File: src/rtl/nvmk_pkg.sv
package nvmk_pkg;

    localparam int NVMK_DW  = 32;
    localparam int NVMK_AW  = 8;
    localparam int NVMK_OPW = 4;

    // Register block codes: byte offset bits [7:4]
    localparam logic [3:0] BLK_CTRL = 4'h0;
    localparam logic [3:0] BLK_KEY  = 4'h1;
    localparam logic [3:0] BLK_ADDR = 4'h2;
    localparam logic [3:0] BLK_DATA = 4'h3;
    localparam logic [3:0] BLK_SRC  = 4'h4;

    // Control word bit positions
    localparam int BIT_GO     = 15;
    localparam int BIT_WREN   = 14;
    localparam int BIT_FAULT  = 13;
    localparam int BIT_LVFLT  = 12;
    localparam int BIT_LVSTAT = 11;

    localparam logic [31:0] UNLOCK_FIRST  = 32'hAA99_6655;
    localparam logic [31:0] UNLOCK_SECOND = 32'h5566_99AA;

    // Alias kind: byte offset bits [3:2]
    typedef enum logic [1:0] {
        ALIAS_PUT = 2'd0,
        ALIAS_CLR = 2'd1,
        ALIAS_SET = 2'd2,
        ALIAS_INV = 2'd3
    } alias_e;

    typedef enum logic [1:0] {
        UL_IDLE  = 2'd0,
        UL_HALF  = 2'd1,
        UL_ARMED = 2'd2
    } unlock_e;

    typedef enum logic [1:0] {
        SQ_IDLE   = 2'd0,
        SQ_LAUNCH = 2'd1,
        SQ_WAIT   = 2'd2
    } seq_e;

endpackage

File: src/rtl/nvmk_alias_mix.sv
module nvmk_alias_mix
    import nvmk_pkg::*;
#(
    parameter int W = 32
) (
    input  alias_e         kind_i,
    input  logic [W-1:0]   cur_i,
    input  logic [W-1:0]   wdata_i,
    output logic [W-1:0]   nxt_o
);

    always_comb begin
        unique case (kind_i)
            ALIAS_PUT: nxt_o = wdata_i;
            ALIAS_CLR: nxt_o = cur_i & ~wdata_i;
            ALIAS_SET: nxt_o = cur_i | wdata_i;
            ALIAS_INV: nxt_o = cur_i ^ wdata_i;
            default:   nxt_o = cur_i;
        endcase
    end

endmodule

File: src/rtl/nvmk_unlock.sv
module nvmk_unlock
    import nvmk_pkg::*;
#(
    parameter int          DW     = 32,
    parameter logic [31:0] KEY_A  = UNLOCK_FIRST,
    parameter logic [31:0] KEY_B  = UNLOCK_SECOND
) (
    input  logic          clk,
    input  logic          rst_n,
    input  logic          wr_i,
    input  logic          key_sel_i,
    input  logic [DW-1:0] wdata_i,
    output logic          armed_o
);

    unlock_e state_q, state_d;

    always_ff @(posedge clk) begin
        if (!rst_n) begin
            state_q <= UL_IDLE;
        end else begin
            state_q <= state_d;
        end
    end

    always_comb begin
        state_d = state_q;
        if (wr_i) begin
            if (key_sel_i && (wdata_i == DW'(KEY_A))) begin
                state_d = UL_HALF;
            end else if ((state_q == UL_HALF) && key_sel_i &&
                         (wdata_i == DW'(KEY_B))) begin
                state_d = UL_ARMED;
            end else begin
                state_d = UL_IDLE;
            end
        end
    end

    always_comb begin
        unique case (state_q)
            UL_ARMED: armed_o = 1'b1;
            default:  armed_o = 1'b0;
        endcase
    end

    AST_ARMED_AFTER_HALF: assert property (@(posedge clk) disable iff (!rst_n)
        $rose(armed_o) |-> $past(state_q == UL_HALF)) else $error("armed skipped half");

endmodule

File: src/rtl/nvmk_seq.sv
module nvmk_seq
    import nvmk_pkg::*;
(
    input  logic clk,
    input  logic rst_n,
    input  logic go_i,
    input  logic done_i,
    input  logic fail_i,
    input  logic lowv_i,
    output logic busy_o,
    output logic start_o,
    output logic fail_o,
    output logic lowv_o
);

    seq_e state_q, state_d;

    always_ff @(posedge clk) begin
        if (!rst_n) begin
            state_q <= SQ_IDLE;
        end else begin
            state_q <= state_d;
        end
    end

    always_comb begin
        state_d = state_q;
        unique case (state_q)
            SQ_IDLE:   if (go_i) state_d = SQ_LAUNCH;
            SQ_LAUNCH: state_d = SQ_WAIT;
            SQ_WAIT:   if (done_i) state_d = SQ_IDLE;
            default:   state_d = SQ_IDLE;
        endcase
    end

    always_comb begin
        busy_o  = 1'b1;
        start_o = 1'b0;
        unique case (state_q)
            SQ_IDLE:   busy_o = 1'b0;
            SQ_LAUNCH: start_o = 1'b1;
            SQ_WAIT:   busy_o = 1'b1;
            default:   busy_o = 1'b0;
        endcase
    end

    // Sticky outcome flags: cleared by an accepted start, loaded at completion
    always_ff @(posedge clk) begin
        if (!rst_n) begin
            fail_o <= 1'b0;
            lowv_o <= 1'b0;
        end else if ((state_q == SQ_IDLE) && go_i) begin
            fail_o <= 1'b0;
            lowv_o <= 1'b0;
        end else if ((state_q == SQ_WAIT) && done_i) begin
            fail_o <= fail_i;
            lowv_o <= lowv_i;
        end
    end

    AST_START_ONE_CYCLE: assert property (@(posedge clk) disable iff (!rst_n)
        start_o |=> !start_o) else $error("start pulse too long");

    AST_BUSY_DROP_ON_DONE: assert property (@(posedge clk) disable iff (!rst_n)
        $fell(busy_o) |-> $past(done_i)) else $error("busy fell without done");

endmodule

File: src/rtl/keyed_nvm_ctrl.sv
module keyed_nvm_ctrl
    import nvmk_pkg::*;
#(
    parameter int DW  = NVMK_DW,
    parameter int AW  = NVMK_AW,
    parameter int OPW = NVMK_OPW
) (
    input  logic           clk,
    input  logic           rst_n,
    input  logic           bus_wr,
    input  logic           bus_rd,
    input  logic [AW-1:0]  bus_addr,
    input  logic [DW-1:0]  bus_wdata,
    output logic [DW-1:0]  bus_rdata,
    output logic           arr_start,
    output logic [OPW-1:0] arr_op,
    output logic [DW-1:0]  arr_addr,
    output logic [DW-1:0]  arr_data,
    input  logic           arr_done,
    input  logic           arr_err,
    input  logic           arr_lv_err,
    input  logic           arr_lv_stat
);

    localparam int BLKW = AW - 4;
    localparam int CW   = OPW + 2;   // {go, wren, op}

    logic [BLKW-1:0] blk;
    alias_e          kind;
    logic            aligned;
    logic            ctrl_sel, key_sel, addr_sel, data_sel, src_sel;

    logic            busy, seq_fail, seq_lowv, armed, go;
    logic            wren_q;
    logic [OPW-1:0]  op_q;
    logic [DW-1:0]   addr_q, data_q, src_q;
    logic [CW-1:0]   ctrl_cur, ctrl_wv, ctrl_nxt;
    logic [DW-1:0]   addr_nxt;
    logic [DW-1:0]   ctrl_view;

    // ---------------- decode ----------------
    assign blk     = bus_addr[AW-1:4];
    assign kind    = alias_e'(bus_addr[3:2]);
    assign aligned = (bus_addr[1:0] == 2'b00);

    assign ctrl_sel = bus_wr && aligned && (blk == BLKW'(BLK_CTRL));
    assign addr_sel = bus_wr && aligned && (blk == BLKW'(BLK_ADDR));
    assign key_sel  = bus_wr && aligned && (blk == BLKW'(BLK_KEY))  && (kind == ALIAS_PUT);
    assign data_sel = bus_wr && aligned && (blk == BLKW'(BLK_DATA)) && (kind == ALIAS_PUT);
    assign src_sel  = bus_wr && aligned && (blk == BLKW'(BLK_SRC))  && (kind == ALIAS_PUT);

    // ---------------- alias arithmetic ----------------
    assign ctrl_cur = {busy, wren_q, op_q};
    assign ctrl_wv  = {bus_wdata[BIT_GO], bus_wdata[BIT_WREN], bus_wdata[OPW-1:0]};

    nvmk_alias_mix #(.W(CW)) i_ctrl_mix (
        .kind_i  (kind),
        .cur_i   (ctrl_cur),
        .wdata_i (ctrl_wv),
        .nxt_o   (ctrl_nxt)
    );

    nvmk_alias_mix #(.W(DW)) i_addr_mix (
        .kind_i  (kind),
        .cur_i   (addr_q),
        .wdata_i (bus_wdata),
        .nxt_o   (addr_nxt)
    );

    // ---------------- unlock and sequencing ----------------
    nvmk_unlock #(.DW(DW)) i_unlock (
        .clk       (clk),
        .rst_n     (rst_n),
        .wr_i      (bus_wr),
        .key_sel_i (key_sel),
        .wdata_i   (bus_wdata),
        .armed_o   (armed)
    );

    assign go = ctrl_sel && ctrl_nxt[CW-1] && !busy && armed && wren_q;

    nvmk_seq i_seq (
        .clk     (clk),
        .rst_n   (rst_n),
        .go_i    (go),
        .done_i  (arr_done),
        .fail_i  (arr_err),
        .lowv_i  (arr_lv_err),
        .busy_o  (busy),
        .start_o (arr_start),
        .fail_o  (seq_fail),
        .lowv_o  (seq_lowv)
    );

    // ---------------- registers ----------------
    always_ff @(posedge clk) begin
        if (!rst_n) begin
            wren_q <= 1'b0;
            op_q   <= '0;
        end else if (ctrl_sel) begin
            if (busy) begin
                wren_q <= wren_q | ctrl_nxt[OPW];
            end else begin
                wren_q <= ctrl_nxt[OPW];
                op_q   <= ctrl_nxt[OPW-1:0];
            end
        end
    end

    always_ff @(posedge clk) begin
        if (!rst_n) begin
            addr_q <= '0;
            data_q <= '0;
            src_q  <= '0;
        end else begin
            if (addr_sel && !busy) addr_q <= addr_nxt;
            if (data_sel && !busy) data_q <= bus_wdata;
            if (src_sel)           src_q  <= bus_wdata;
        end
    end

    assign arr_op   = op_q;
    assign arr_addr = addr_q;
    assign arr_data = data_q;

    // ---------------- read path ----------------
    always_comb begin
        ctrl_view             = '0;
        ctrl_view[BIT_GO]     = busy;
        ctrl_view[BIT_WREN]   = wren_q;
        ctrl_view[BIT_FAULT]  = seq_fail;
        ctrl_view[BIT_LVFLT]  = seq_lowv;
        ctrl_view[BIT_LVSTAT] = arr_lv_stat;
        ctrl_view[OPW-1:0]    = op_q;
    end

    always_comb begin
        bus_rdata = '0;
        if (bus_rd && aligned && (kind == ALIAS_PUT)) begin
            case (blk)
                BLKW'(BLK_CTRL): bus_rdata = ctrl_view;
                BLKW'(BLK_ADDR): bus_rdata = addr_q;
                BLKW'(BLK_DATA): bus_rdata = data_q;
                BLKW'(BLK_SRC):  bus_rdata = src_q;
                default:         bus_rdata = '0;
            endcase
        end
    end

    // ---------------- assertions ----------------
    AST_START_NEEDS_UNLOCK: assert property (@(posedge clk) disable iff (!rst_n)
        $rose(busy) |-> $past(armed) && $past(wren_q)) else $error("start without unlock");

    AST_UNLOCK_CONSUMED: assert property (@(posedge clk) disable iff (!rst_n)
        $rose(busy) |-> !armed) else $error("unlock survived start");

    AST_FROZEN_PARAMS: assert property (@(posedge clk) disable iff (!rst_n)
        $past(busy) |-> $stable(arr_op) && $stable(arr_addr) && $stable(arr_data)) else $error("params changed while busy");

    AST_WREN_HELD: assert property (@(posedge clk) disable iff (!rst_n)
        $past(busy) && $past(wren_q) |-> wren_q) else $error("enable dropped while busy");

    AST_FLAGS_CLEAR_ON_START: assert property (@(posedge clk) disable iff (!rst_n)
        $rose(busy) |-> !seq_fail && !seq_lowv) else $error("flags not cleared");

    AST_RDATA_IDLE: assert property (@(posedge clk) disable iff (!rst_n)
        !bus_rd |-> (bus_rdata == '0)) else $error("read data without strobe");

endmodule

File: config.mk
export PLATFORM = sky130hd
export DESIGN_NAME = keyed_nvm_ctrl
export DESIGN_NICKNAME = d
export VERILOG_FILES = /design/src/rtl/nvmk_pkg.sv /design/src/rtl/nvmk_alias_mix.sv /design/src/rtl/nvmk_unlock.sv /design/src/rtl/nvmk_seq.sv /design/src/rtl/keyed_nvm_ctrl.sv
export SDC_FILE = /design/constraint.sdc
export NUM_CORES = 1
export LEC_CHECK = 0
export BUFFER_PORTS_ARGS = -buffer_cell sky130_fd_sc_hd__buf_4
export CAP_MARGIN = 10
export CORE_ASPECT_RATIO = 1.4
export CORE_MARGIN = 2
export CORE_UTILIZATION = 35
export CTS_CLUSTER_DIAMETER = 150
export CTS_CLUSTER_SIZE = 8
export DETAILED_ROUTE_END_ITERATION = 16
export PLACE_DENSITY_LB_ADDON = 0.08
export SLEW_MARGIN = 0
export SYNTH_ARGS = -nofsm -noshare
export SYNTH_HDL_FRONTEND = slang
export SYNTH_SLANG_ARGS = --single-unit
File: constraint.sdc
create_clock -name clk -period 4.05 [get_ports clk]
set_clock_uncertainty 0.2 [all_clocks]
set_input_delay 0.405 -clock clk [delete_from_list [all_inputs] [get_ports clk]]
set_output_delay 0.405 -clock clk [all_outputs]
set_load 0.005 [all_outputs]
==> results.ini <==
[setup_path]
critPathCaptureType=output port
r2r_slack_ns=1.47
r2r_start=i_seq.state_q[0]
crit_required_ns=3.44
reg2reg_to=i_seq.state_q[1]
arrival_ns=2.04
cp_max_fo=6
ff2ff_path_depth=6
worst_setup_path_start_kind=input pin
crit_type=input pin to output port

[synth]
synth-async-reset-ratio=0
synth_nets=917
ys_ff_latch=107
synth_area_per_cell_sq_um=8.64
synth_cells=791
netlist.area_leader.share=0.314
yosys-top-cells-area=dfxtp_1 31%, ha_1 14%, mux4_2 12%, nand2_1 8.0%, inv_1 5.9%
syn-cell-area_sq_um=6830
synth-seq-area-share=0.314
yosysTopAreaCell=dfxtp_1
synth-edff-count=0
synth_cell_types=36
yosysWarnings=0
synth_ff_type=dfxtp_1

[drt]
via_per_inst=5.34
wl_mm=21.6
wl_per_cell_um=18.5
first_pass_iters=5
ant_nets=0
dr_total_vias=6226
drc=0
drt_iter0_markers=537

[die]
start_util=0.355
coreArea_sq_um=19200
ios=149
die_x_um=122
die_h_um=169
rows=60
fp.dieArea_sq_um=20700

[sta]
rsz0062_at_grt=no
whs_ns=0.122
fin_crit_ns=2.64
fmax_mhz=378
fin_ws_ns=1.41
maxSlewHeadroom=0.444
fin_tns_setup_ns=0
slew_violations=0
hold_violations=0
fin_crit_sh=0.652
tightest_slew_ns=0.834
setup_viol=0

[finish]
area_growth_pct=23.8
fin_util=0.440
diodes=0
final_cells=1167
fin_nets=1040
drive_above_1_share=0.248

[global_routing]
first_global_vias=5975
grt_first_pass_wirelength_mm=33.5
gr-total-overflow=0
grt_max_degree=72
antenna_found_initial=0
track_usage=0.208

[clock_network]
htreeDepth=3
clock-root-buffer=clkbuf_16
cts_hold_buf=0
clk_pin_slew_ns=0.07
postCtsSetupBuffers=0
cts_tree=yes
cts_buffers=9
clock-sinks=107
cts_resized=0
cts_buffer_depth=2
insertion_delay_ns=0.35

[placed_design]
place_ws_ns=1.40
hpwlAfterDp_mm=15.1
gp_congestion=0.731
portBuffers=148
dp_cells=1151

[run]
maxCapViolations=0

[hold_path]
hold_path_end=i_seq.state_q[0]
holdCritStartpoint=rst_n
hold_depth=2
hold_class=input pin to register

[run_status]
run_status=finished clean

[pwr]
power.density_nw_per_um2=265
peakVddDrop_v=0.000220
p_leak_nw=3.50

-- per-stage QoR --
stage	instance area [sq um]	total power, mW
floorplan	6830	1.24
global placement	8160	1.35
detailed placement	8160	1.35
CTS	8460	2.27
global route	8460	2.33
finish	8460	2.24
-- how the worst max path moves through the flow --
stage	from	slack [ns]	endpoint
2_1_floorplan	i_seq.state_q[0]	1.94	i_seq.fail_o
3_3_place_gp	bus_addr[2]	1.47	bus_rdata[1]
3_5_place_dp	bus_addr[2]	1.40	bus_rdata[15]
4_1_cts	bus_addr[2]	1.40	bus_rdata[15]
5_1_grt	bus_addr[2]	1.22	bus_rdata[15]
6_report	bus_addr[5]	1.41	bus_rdata[15]
-- cell usage after synthesis, types with 2 or more instances --
| cell type | n |
|---|---|
| inv_1 | 108 |
| ha_1 | 78 |
| nor4b_1 | 5 |
| a221oi_1 | 2 |
| or2_2 | 2 |
| or4_1 | 2 |
| nand2_1 | 145 |
| nor2b_1 | 2 |
| a211oi_1 | 36 |
| dfxtp_1 | 107 |
| a222oi_1 | 32 |
| nand3_1 | 6 |
| clkbuf_1 | 34 |
| mux2i_1 | 2 |
| nand4_1 | 5 |
| nor4bb_1 | 7 |
| and4b_1 | 5 |
| buf_4 | 5 |
| a21oi_1 | 76 |
| nor4b_4 | 2 |
| and3_1 | 2 |
| nand2b_1 | 2 |
| mux4_2 | 37 |
| nand4b_1 | 2 |
| nor2_1 | 62 |
| buf_2 | 15 |
-- report_power, final --
| part | internal, mW | switching, mW | total [mW] | leakage [nW] |
|---|---|---|---|---|
| combinational | 0.121 | 0.144 | 0.264 | 2.49 |
| clock | 0.485 | 0.433 | 0.918 | 0.142 |
| sequential | 1.05 | 0.00424 | 1.06 | 0.862 |
-- flip-flops by register name (all words and copies together) (netlist names) --
register	flops
arr_op	4
i_seq.fail_o	1
i_seq.lowv_o	1
wren_q	1
arr_addr	32
arr_data	32
i_unlock.state_q	2
i_seq.state_q	2
src_q	32
-- critical path, stage by stage --
cell and delay [ns]:
buf_4 0.14, nor4_2 0.71, buf_4 0.31, a222oi_1 0.11, a21oi_1 0.21, buf_4 0.14
-- per-layer routing --
| layer | up-vias | wire (um) | global-route usage |
|---|---|---|---|
| li1 | 2998 | - | - |
| met1 | 3059 | 9300 | 0.267 |
| met2 | 152 | 11100 | 0.372 |
| met3 | 17 | 894 | 0.0202 |
| met4 | 0 | 241 | 0.0520 |
| met5 | - | 0 | 0 |
-- logic make-up after synthesis --
| group | synth area share |
|---|---|
| buf+inv | 0.0951 |
| simple gates | 0.174 |
| flops | 0.314 |
| mux | 0.125 |
| compound gates | 0.149 |
| fa+ha+maj | 0.143 |
-- placed cells by master (no fill, tap or decap), drive strengths merged, types with 3 or more instances in the layout --
cell | netlist | layout
buf | 20 | 166
clkbuf | 34 | 9
mux4 | 37 | 37
nand2 | 146 | 146
nor2 | 62 | 62
inv | 108 | 110
a21oi | 76 | 76
ha | 78 | 78
nand3 | 6 | 6
and4b | 5 | 5
nor4bb | 7 | 7
clkinv | 1 | 3
nand4 | 5 | 5
dfxtp | 107 | 107
a211oi | 36 | 36
a222oi | 32 | 32
nor4b | 7 | 7
-- cell type report --
cell class	instances	area (sq um)
fill	1943	10800
multi-input combinational	521	4050
sequential	107	2140
timing repair buffer	166	1250
inverter	109	410
tap	248	310
clock buffer	9	225
clock inverter	7	76.3
Note: power is estimated with default switching activity, not from simulation.
